## src/rtl/dfp_pkg.sv

```systemverilog
package dfp_pkg;

   typedef enum logic {
      URG_OFF = 1'b0,
      URG_ON  = 1'b1
   } urg_state_e;

   function automatic bit is_pow2(input int unsigned v);
      return (v != 0) && ((v & (v - 1)) == 0);
   endfunction

   function automatic int unsigned log2_exact(input int unsigned v);
      int unsigned r;
      r = 0;
      while ((32'd1 << r) < v) r++;
      return r;
   endfunction

endpackage

```

## src/rtl/dfp_level_ctr.sv

```systemverilog
module dfp_level_ctr #(
   parameter int unsigned DEPTH = 64,
   localparam int unsigned CNT_W = $clog2(DEPTH + 1)
) (
   input  logic             clk,
   input  logic             rst_n,
   input  logic             en,
   input  logic             push,
   input  logic             pop,
   output logic [CNT_W-1:0] level
);

   localparam logic [CNT_W-1:0] FULL_V = CNT_W'(DEPTH);

   logic do_push;
   logic do_pop;

   if (DEPTH < 2) begin : g_bad_depth
      $error("dfp_level_ctr: DEPTH must be at least 2");
   end

   always_comb begin
      do_push = en && push && (level != FULL_V);
      do_pop  = en && pop  && (level != '0);
   end

   always_ff @(posedge clk) begin
      if (!rst_n) begin
         level <= '0;
      end else if (do_push && !do_pop) begin
         level <= level + 1'b1;
      end else if (do_pop && !do_push) begin
         level <= level - 1'b1;
      end
   end

   a_r3_no_overflow: assert property (@(posedge clk) disable iff (!rst_n)
      level <= FULL_V);

   a_r8_frozen_when_off: assert property (@(posedge clk) disable iff (!rst_n)
      !en |=> level == $past(level));

   a_r3_full_push_blocked: assert property (@(posedge clk) disable iff (!rst_n)
      (level == FULL_V) |=> level <= FULL_V);

endmodule

```

## src/rtl/dfp_thresh.sv

```systemverilog
module dfp_thresh #(
   parameter int unsigned LVL_W = 4,
   parameter int unsigned UNIT  = 4,
   parameter int unsigned DEPTH = 64,
   localparam int unsigned CNT_W = $clog2(DEPTH + 1)
) (
   input  logic [LVL_W-1:0] start_lvl,
   input  logic [LVL_W-1:0] end_lvl,
   output logic [CNT_W-1:0] start_ent,
   output logic [CNT_W-1:0] end_ent,
   output logic             bad_cfg
);

   localparam int unsigned MAX_FIELD = (1 << LVL_W) - 1;

   if (UNIT == 0) begin : g_bad_unit
      $error("dfp_thresh: UNIT must be non-zero");
   end
   if (MAX_FIELD * UNIT > DEPTH) begin : g_bad_range
      $error("dfp_thresh: scaled threshold exceeds FIFO depth");
   end

   if (dfp_pkg::is_pow2(UNIT)) begin : g_shift
      localparam int unsigned SH = dfp_pkg::log2_exact(UNIT);
      always_comb begin
         start_ent = CNT_W'(start_lvl) << SH;
         end_ent   = CNT_W'(end_lvl) << SH;
      end
   end else begin : g_mult
      always_comb begin
         start_ent = CNT_W'(start_lvl) * CNT_W'(UNIT);
         end_ent   = CNT_W'(end_lvl) * CNT_W'(UNIT);
      end
   end

   always_comb begin
      bad_cfg = (start_lvl == '0) || (end_lvl == '0) || (start_lvl >= end_lvl);
   end

   always_comb begin
      if (!bad_cfg) begin
         a_r7_order_ok: assert (start_ent < end_ent);
      end
   end

endmodule

```

## src/rtl/dfp_urgency.sv

```systemverilog
module dfp_urgency #(
   parameter int unsigned CNT_W = 7
) (
   input  logic             clk,
   input  logic             rst_n,
   input  logic             en,
   input  logic             bad_cfg,
   input  logic [CNT_W-1:0] level,
   input  logic [CNT_W-1:0] start_ent,
   input  logic [CNT_W-1:0] end_ent,
   output logic             urgent
);
   import dfp_pkg::*;

   urg_state_e st_q;
   urg_state_e st_d;

   always_comb begin
      st_d = st_q;
      if (!en || bad_cfg) begin
         st_d = URG_OFF;
      end else begin
         case (st_q)
            URG_OFF: if (level <= start_ent) st_d = URG_ON;
            URG_ON:  if (level >= end_ent)   st_d = URG_OFF;
            default: st_d = URG_OFF;
         endcase
      end
   end

   always_ff @(posedge clk) begin
      if (!rst_n) st_q <= URG_OFF;
      else        st_q <= st_d;
   end

   assign urgent = (st_q == URG_ON);

   a_r5_rise: assert property (@(posedge clk) disable iff (!rst_n)
      (!urgent && en && !bad_cfg && level <= start_ent) |=> urgent);

   a_r6_fall: assert property (@(posedge clk) disable iff (!rst_n)
      (urgent && en && !bad_cfg && level >= end_ent) |=> !urgent);

   a_r6_hold: assert property (@(posedge clk) disable iff (!rst_n)
      (en && !bad_cfg && level > start_ent && level < end_ent) |=> $stable(urgent));

   a_r8_clear: assert property (@(posedge clk) disable iff (!rst_n)
      !en |=> !urgent);

endmodule

```

## src/rtl/dfp_prio_ctrl.sv

```systemverilog
module dfp_prio_ctrl #(
   parameter int unsigned DEPTH = 64,
   parameter int unsigned LVL_W = 4,
   parameter int unsigned UNIT  = 4,
   parameter int unsigned BURST = 4
) (
   input  logic             clk,
   input  logic             rst_n,
   input  logic             load_en,
   input  logic             push,
   input  logic             pop,
   input  logic [LVL_W-1:0] start_lvl,
   input  logic [LVL_W-1:0] end_lvl,
   output logic             req,
   output logic             high_pri,
   output logic             cfg_err
);

   localparam int unsigned CNT_W = $clog2(DEPTH + 1);
   localparam logic [CNT_W-1:0] ROOM_LIM = CNT_W'(DEPTH - BURST);

   if (BURST == 0 || BURST >= DEPTH) begin : g_bad_burst
      $error("dfp_prio_ctrl: BURST must be in 1..DEPTH-1");
   end

   logic [CNT_W-1:0] level;
   logic [CNT_W-1:0] start_ent;
   logic [CNT_W-1:0] end_ent;
   logic             bad_cfg;
   logic             urgent;

   dfp_level_ctr #(.DEPTH(DEPTH)) u_ctr (
      .clk   (clk),
      .rst_n (rst_n),
      .en    (load_en),
      .push  (push),
      .pop   (pop),
      .level (level)
   );

   dfp_thresh #(.LVL_W(LVL_W), .UNIT(UNIT), .DEPTH(DEPTH)) u_thr (
      .start_lvl (start_lvl),
      .end_lvl   (end_lvl),
      .start_ent (start_ent),
      .end_ent   (end_ent),
      .bad_cfg   (bad_cfg)
   );

   dfp_urgency #(.CNT_W(CNT_W)) u_urg (
      .clk       (clk),
      .rst_n     (rst_n),
      .en        (load_en),
      .bad_cfg   (bad_cfg),
      .level     (level),
      .start_ent (start_ent),
      .end_ent   (end_ent),
      .urgent    (urgent)
   );

   always_comb begin
      cfg_err  = bad_cfg;
      high_pri = urgent && load_en && !bad_cfg;
      req      = load_en && (high_pri || (level < ROOM_LIM));
   end

   a_r7_err_no_hp: assert property (@(posedge clk) disable iff (!rst_n)
      cfg_err |-> !high_pri);

   a_r4_off_no_req: assert property (@(posedge clk) disable iff (!rst_n)
      !load_en |-> !req);

   a_r4_hp_implies_req: assert property (@(posedge clk) disable iff (!rst_n)
      high_pri |-> req);

endmodule

```

## config.mk

```make
export PLATFORM = sky130hd
export DESIGN_NAME = dfp_prio_ctrl
export DESIGN_NICKNAME = d
export VERILOG_FILES = /design/src/rtl/dfp_pkg.sv /design/src/rtl/dfp_level_ctr.sv /design/src/rtl/dfp_thresh.sv /design/src/rtl/dfp_urgency.sv /design/src/rtl/dfp_prio_ctrl.sv
export SDC_FILE = /design/constraint.sdc
export NUM_CORES = 1
export LEC_CHECK = 0
export ABC_AREA = 1
export BUFFER_PORTS_ARGS = -buffer_cell sky130_fd_sc_hd__buf_2
export CORE_MARGIN = 5
export CORE_UTILIZATION = 35
export CTS_CLUSTER_DIAMETER = 50
export DETAILED_ROUTE_END_ITERATION = 16
export PLACE_DENSITY = 0.65
export SETUP_SLACK_MARGIN = 0.4
export SLEW_MARGIN = 10
export SYNTH_ARGS = -nofsm -noshare
export SYNTH_HDL_FRONTEND = slang
export SYNTH_SLANG_ARGS = --single-unit
```

## constraint.sdc

```tcl
create_clock -name clk -period 2.75 [get_ports clk]
set_clock_uncertainty 0.2 [all_clocks]
set_input_delay 0.825 -clock clk [delete_from_list [all_inputs] [get_ports clk]]
set_output_delay 0.825 -clock clk [all_outputs]
set_load 0.01 [all_outputs]
```

Word-level counts from Yosys, hierarchy flattened
Cells that the tools add are included.
W data, S select, Z words.
{ "totals": {"reg_bits": 8, "in_bits": 13, "wordCells": 38} }
{ "classes": {"addsub": 2, "magnitude_cmp": 4, "eq_ne": 1, "mux": 5, "n_bitwise": 2, "reduce_logical": 22} }
{ "ops": {"columns": ["operator", "count"], "rows": [
  ["$mux W7", 2],
  ["$logic_and A1 B1 Y1", 9],
  ["$logic_not A4 Y1", 2],
  ["$add A7 B1 Y7 const B", 1],
  ["$ge A7 B6 Y1", 1],
  ["$le A7 B6 Y1", 1],
  ["$lt A7 B6 Y1 const B", 1],
  ["$ne A7 B7 Y1 const B", 1],
  ["$reduce_bool A7 Y1", 1],
  ["$sub A7 B1 Y7 const B", 1],
  ["$ge A4 B4 Y1", 1],
  ["$logic_not A1 Y1", 4],
  ["$logic_or A1 B1 Y1", 4],
  ["$mux W1", 2],
  ["$not A1 Y1", 2],
  ["$pmux W1 S2", 1],
  ["$reduce_bool A2 Y1", 1],
  ["$reduce_or A2 Y1", 1]
]} }

Longest topological paths before layout
Gate-level depths: netlist of run 1.
{ "logic_depth": {"ltp_word": 7, "depth_mapped": 14, "mapped_depth_nobuf": 14} }

Cells and area by module
Synthesis of run 1 repeated with hierarchy kept, for this count alone.
{ "hier_totals": {"hier_cells": 207, "hier_area_um2": 1291.2} }
{ "modules_own_cells": {"columns": ["module", "n_inst", "cells_per_inst", "area_per_inst_um2", "seq_area_each_um2"], "rows": [
  ["dfp_level_ctr", 1, 88, 568.0, 140.1],
  ["dfp_urgency", 1, 69, 432.9, 20.0],
  ["dfp_thresh", 1, 41, 245.2, 0.0],
  ["dfp_prio_ctrl", 1, 9, 45.0, 0.0]
]} }

Worst setup path before layout of run 1
OpenSTA, ideal clock, no wires.
{ "synth_path": {"path_kind": "input -> output", "start": "input end_lvl[3]", "end": "output req", "arrival_time_ps": 1791, "path_slack_ps": -66, "stages": 7, "path_buffers": 0, "cell_sequence": "inv_1 -> ha_1 -> a21oi_1 -> nand2_1 -> nor2_1 -> nand2_1 -> o21ai_1"} }
{ "synth_between": {"elab_chain_len": 7, "word_cells_on_any_way": 8} }
{ "synth_lines": {"columns": ["item", "line", "rtl"], "rows": [
  ["from (decl)", "dfp_prio_ctrl.sv:13", "input logic [LVL_W-1:0] end_lvl,"],
  ["branches (longest 2 deep; another with $ge A4 B4 Y1)", null, null],
  ["$logic_or A1 B1 Y1 *", "dfp_thresh.sv:37", "bad_cfg = (start_lvl == '0) || (end_lvl == '0) || (start_lvl >= end_lvl);"],
  ["via cfg_err", "dfp_prio_ctrl.sv:16", "output logic cfg_err"],
  ["$logic_not A1 Y1 *", "dfp_prio_ctrl.sv:62", "high_pri = urgent && load_en && !bad_cfg;"],
  ["$logic_and A1 B1 Y1 *", "dfp_prio_ctrl.sv:62", null],
  ["$logic_or A1 B1 Y1 *", "dfp_prio_ctrl.sv:63", "req = load_en && (high_pri || (level < ROOM_LIM));"],
  ["$logic_and A1 B1 Y1 *", "dfp_prio_ctrl.sv:63", null],
  ["to (decl)", "dfp_prio_ctrl.sv:14", "output logic req,"]
]} }
Mark *: on every way through the listed nets, which the timed path passes.

Worst setup path in the final report of run 1
{ "layout_path": {"start": "input end_lvl[3]", "end": "output req"} }
{ "layout_between": {"elab_chain_len": 7, "word_cells_on_any_way": 8} }
{ "layout_lines": {"columns": ["item", "line"], "rows": [
  ["branches (longest 2 deep; another with $ge A4 B4 Y1)", null],
  ["$logic_or A1 B1 Y1 *", "dfp_thresh.sv:37"],
  ["$logic_not A1 Y1 *", "dfp_prio_ctrl.sv:62"],
  ["$logic_and A1 B1 Y1 *", "dfp_prio_ctrl.sv:62"],
  ["$logic_or A1 B1 Y1 *", "dfp_prio_ctrl.sv:63"],
  ["$logic_and A1 B1 Y1 *", "dfp_prio_ctrl.sv:63"]
]} }
Mark *: on every way between the ends.

==> flow_summary.json, run 1 <==
{
  "cts_tree": "done",
  "p_seq_frac": 0.246,
  "reg2reg_slack_ps": 400,
  "crit_type": "in -> out",
  "yosys_warnings": 0,
  "synth_nets": 184,
  "portBuffers": 15,
  "final_common_cell": "nand2_1",
  "clock_sinks": 8,
  "synth_top_area_share": 0.236,
  "maxSlewHeadroom": 0.796,
  "seqCellArea_um2": 164,
  "power_frac_clock": 0.114,
  "grt_remaining_overflow": 0,
  "hpwl_mm": 2.17,
  "ios": 16,
  "coreArea_um2": 2760,
  "avgViaCountPerCell": 4.92,
  "hold_viol": 0,
  "period_needed_ps": 2830,
  "crit_path_start_kind": "input port",
  "die_h_um": 63.6,
  "min_path_type": "reg -> reg",
  "fin_setup_tns_ps": -122,
  "internal_power_mw": 0.459,
  "root_buffer": "clkbuf_4",
  "power.combinational.fraction": 0.640,
  "grt_max_degree": 11,
  "cp_max_fo": 3,
  "route.detailed.drc": 0,
  "synth_cell_types": 25,
  "fin_ws_ps": -81.1,
  "clk_latency_ps": 260,
  "first_global_vias": 1082,
  "wl_per_cell_um": 12.4,
  "grt_usage": 0.135,
  "postSynthAreaPerCell_um2": 6.66,
  "n_antenna_cell": 0,
  "antenna_found_initial": 0,
  "area_growth_pct": 45.5,
  "power.switching_mw": 0.383,
  "synth-edff-count": 0,
  "cts_buffer_depth": 2,
  "initial_core_util": 0.365,
  "vias": 1053,
  "synth_seq_area_share": 0.159,
  "most-common-layout-cells": "30 x nand2_1, 21 x inv_1, 14 x buf_4, 11 x nor2_1",
  "clk_pin_slew_ps": 60,
  "p_leak_nw": 0.742,
  "async_flop_share": 0,
  "powerDensity_nw_per_um2": 575,
  "ys_seq_elements": 8,
  "grt_first_pass_wirelength_mm": 4.55,
  "synth.area.top_cells": "ha_1 24%, dfxtp_1 16%, nand2_1 13%, inv_1 9.3%, nor2_1 6.3%",
  "drt_iter0_markers": 32,
  "finalCritPeriodShare": 1.03,
  "rsz0062_at_grt": "yes",
  "fp-row-count": 19,
  "die_x_um": 63.6,
  "cts.hold.buffers_added": 0,
  "endpoint_kind": "output pin",
  "tightest_slew_ps": 305,
  "drt_pass1_iterations": 4,
  "die_area_um2": 4050,
  "critPathRequiredTime_ps": 1730,
  "fillers": 278,
  "syn_area_um2": 1010,
  "cts_max_level": 1,
  "drv_slew": 0,
  "syn-instance-count": 151,
  "multiInputGateArea_um2": 875,
  "drive_above_1_share": 0.388,
  "worstPathArrival_ps": 1810,
  "yosysTopAreaCell": "ha_1",
  "ant_nets": 0,
  "violations": "setup timing",
  "max_freq_mhz": 353,
  "dp_slack_ps": -219,
  "timing.max_cap.violations": 0,
  "cts_made_buffers": 3,
  "drt-total-wl_mm": 2.65,
  "ir_worst_vdd_uv": 364,
  "setup_violations": 2,
  "gp_routability_congestion": 0.785,
  "nNetsFinal": 218,
  "status": "finished, violations left",
  "p_sw_frac": 0.455,
  "synth_ff_type": "dfxtp_1"
}
[power groups by stage]
stage               combinational, mW  sequential (mW)  clock (mW)
floorplan                       0.387            0.182           0
global placement                0.471            0.197           0
detailed placement              0.494            0.198           0
CTS                             0.520            0.195      0.0914
global route                    0.616            0.214      0.0976
finish                          0.539            0.207      0.0961
[synthesized netlist by cell type, types with 2 or more instances]
library cell	instances
a21oi_1	9
dfxtp_1	8
ha_1	19
inv_1	25
nand2_1	35
nand2_2	2
nand3_1	9
nand3_2	2
nand3b_1	2
nand4_1	3
nor2_1	17
o211ai_1	2
o21ai_0	6
[worst paths after layout]
kind | startpoint | to | depth (start not counted)
min | u_urg.urgent | u_urg.urgent | 3
max | end_lvl[3] | req | 9
min reg2reg | u_urg.urgent | u_urg.urgent | 3
max reg2reg | u_ctr.level[0] | u_ctr.level[6] | 14
[state kept, by name, summed over array words and instances (netlist names)]
register,flops
u_ctr.level,7
u_urg.urgent,1
[worst max-delay path: stages]
cell,delay (ps)
buf_8,110
inv_12,40
ha_4,180
a21oi_2,110
nand2_1,70
nor2_2,130
nand2_2,90
o21ai_2,100
buf_2,130
[logic make-up after synthesis]
logic type / count (synthesis) / share of synthesized area
flip-flops: 8 / 0.159
AO/OA/AOI/OAI: 19 / 0.103
adder cells (fa/ha/maj): 20 / 0.256
AND/OR/NAND/NOR: 75 / 0.337
XOR/XNOR: 2 / 0.0174
buffers and inverters: 27 / 0.127
[routing by layer]
layer	part of all wire	vias to the layer above	track usage	routed length [um]
li1	-	555	-	-
met1	0.43	476	0.159	1140
met2	0.52	18	0.251	1380
met3	0.039	4	0.0213	102
met4	0.0079	0	0.0312	21
met5	0	-	0	0
[final cells by class]
type	instances	area share
Sequential cell	8	0.112
Multi-Input combinational cell	116	0.597
Timing Repair Buffer	29	0.150
Inverter	27	0.0991
Tap cell	31	0.0265
Clock buffer	3	0.0154
[repair_timing]
action / 4_1_cts / 5_1_grt
pin swaps: 17 / 8
resized for setup: 16 / 14
hold endpoints to repair: 0 / 0
endpoints found under the setup margin: 6 / 8
setup buffers: 3 / 1
[through the flow]
step,cells,power (mW),util,cell area [um2],hold slack (ps)
after CTS,213,0.807,0.505,1390,341
after global placement,207,0.668,0.466,1280,312
after detailed placement,207,0.693,0.466,1280,326
after floorplan,151,0.569,-,1100,293
after global routing,214,0.928,0.531,1460,374
final,214,0.842,0.531,1460,338
Note: power is estimated with default switching activity, not from simulation.
==> inputs of run 2 (changes only) <==
--- a/config.mk
+++ b/config.mk
@@ -13,6 +13,7 @@
 export DETAILED_ROUTE_END_ITERATION = 16
 export PLACE_DENSITY = 0.65
 export SETUP_SLACK_MARGIN = 0.4
+export SKIP_LAST_GASP = 1
 export SLEW_MARGIN = 10
 export SYNTH_ARGS = -nofsm -noshare
 export SYNTH_HDL_FRONTEND = slang
==> run 2 against run 1 <==
The flow still finishes with violations (setup timing). Via count about the same. Clock-buffer cell count unchanged. Critical path type unchanged. Clock power about the same.
==> flow_summary.json, run 2 (same netlist as run 1, synthesis figures left out) <==
{
  "nNetsFinal": 218,
  "placed_area_um2": 1280,
  "gp_routability_congestion": 0.785,
  "critPathSlowestCell": "ha_4",
  "p_leak_nw": 0.743,
  "hpwl_mm": 2.17,
  "powerDensity_nw_per_um2": 576,
  "cts.hold.buffers_added": 0,
  "reg2reg_slack_ps": 460,
  "timing.max_cap.violations": 0,
  "clock_sinks": 8,
  "r2r_end": "u_ctr.level[6]",
  "max_freq_mhz": 353,
  "root_buffer": "clkbuf_4",
  "portBuffers": 15,
  "critPathBufInv": 3,
  "cp_max_fo": 3,
  "grt_max_degree": 11,
  "worstPathArrival_ps": 1810,
  "final_common_cell": "nand2_1",
  "top_register": "u_ctr.level",
  "period_needed_ps": 2830,
  "largest_reg_flops": 7,
  "cts_max_level": 1,
  "max_stage_delay_ps": 180,
  "drt_pass1_iterations": 4,
  "clk_pin_slew_ps": 60,
  "fin_area_um2": 1460,
  "whs_endpoint": "u_urg.urgent",
  "finalCritPeriodShare": 1.03,
  "drive_above_1_share": 0.388,
  "grt_usage": 0.135,
  "hold_slack_ps": 338,
  "drt-total-wl_mm": 2.65,
  "finalCoreUtilization": 0.531,
  "crit_type": "in -> out",
  "first_global_vias": 1082,
  "worstHoldPathCells": 3,
  "die_area_um2": 4050,
  "die_x_um": 63.6,
  "clk_latency_ps": 260,
  "ant_nets": 0,
  "wl_per_cell_um": 12.4,
  "r2r-start": "u_ctr.level[0]",
  "vias": 1052,
  "hold_viol": 0,
  "crit_chain": "buf_8, inv_12, ha_4, a21oi_2, nand2_1, nor2_2, nand2_2, o21ai_2, buf_2",
  "cts_buffer_depth": 2,
  "grt_first_pass_wirelength_mm": 4.55,
  "coreArea_um2": 2760,
  "initial_core_util": 0.365,
  "hold_start": "u_urg.urgent",
  "fp-row-count": 19,
  "antenna_found_initial": 0,
  "maxSlewHeadroom": 0.795,
  "cts_tree": "done",
  "drt_iter0_markers": 32,
  "critPathRequiredTime_ps": 1730,
  "route.detailed.drc": 0,
  "grt_remaining_overflow": 0,
  "rsz0062_at_grt": "yes",
  "endpoint_kind": "output pin",
  "reg2regPathDepth": 14,
  "violations": "setup timing",
  "setup_violations": 2,
  "crit_path_start_kind": "input port",
  "most-common-layout-cells": "30 x nand2_1, 21 x inv_1, 14 x buf_4, 11 x nor2_1",
  "n_antenna_cell": 0,
  "min_path_type": "reg -> reg",
  "cpLargestDelayFamily": "simple AND/OR/NAND/NOR gates",
  "fin_ws_ps": -81.1,
  "area_growth_pct": 45.5,
  "avgViaCountPerCell": 4.92,
  "ios": 16,
  "status": "finished, violations left",
  "tightest_slew_ps": 307,
  "die_h_um": 63.6,
  "drv_slew": 0,
  "ir_worst_vdd_uv": 364,
  "cts_made_buffers": 3
}
-- run 2: cell count changes in the layout (fill, tap and decap cells not counted) --
cell / before / now
clkinv_4: 1 / 0
inv_6: 0 / 1
-- run 2: repair_timing --
| action | in CTS | in global routing |
|---|---|---|
| endpoints found under the hold margin | 0 | 0 |
| setup endpoints to repair | 6 | 8 |
| setup buffers | 3 | 1 |
| resized for setup | 16 | 13 |
| pin swaps | 17 | 8 |
-- run 2: cell type report --
| type | instances | area, um2 |
|---|---|---|
| clock buffers | 3 | 22.5 |
| inverters | 27 | 145 |
| well taps | 31 | 38.8 |
| flip-flops and latches | 8 | 164 |
| repair buffers | 29 | 219 |
| fillers | 278 | 1290 |
| multi-input cells | 116 | 875 |
-- run 2: metal layers --
layer	wire length [um]	up-vias	GRT usage
met4	21	0	0.0312
met1	1140	473	0.159
met2	1370	20	0.251
met3	114	4	0.0213
met5	0	-	0
li1	-	555	-
-- run 2: metrics by stage --
step / setup slack, ps / cells / setup TNS [ps] / power [mW]
2_1_floorplan: 86.3 / 151 / 0 / 0.569
3_3_place_gp: -153 / 207 / -293 / 0.668
3_5_place_dp: -219 / 207 / -471 / 0.693
4_1_cts: -94.6 / 213 / -145 / 0.807
5_1_grt: -153 / 214 / -339 / 0.929
6_report: -81.1 / 214 / -122 / 0.844
-- run 2: worst register-to-register path: cells and delay by family (launching register included) --
family        cells  cell delay (ps)
simple gates     10              880
buf+inv           2              120
flops             1              400
fa+ha+maj         2              600
-- run 2: where the power goes --
part / switching (mW) / internal [mW] / total, mW
clock: 0.0456 / 0.0504 / 0.0960
combinational: 0.277 / 0.264 / 0.540
sequential: 0.0614 / 0.146 / 0.207
-- run 2: how the worst max path moves through the flow --
| stage | cells after the start | from | endpoint |
|---|---|---|---|
| floorplan | 7 | end_lvl[3] | req |
| global placement | 9 | end_lvl[3] | req |
| detailed placement | 9 | end_lvl[3] | req |
| CTS | 9 | end_lvl[3] | req |
| global route | 9 | end_lvl[3] | req |
| finish | 9 | end_lvl[3] | req |
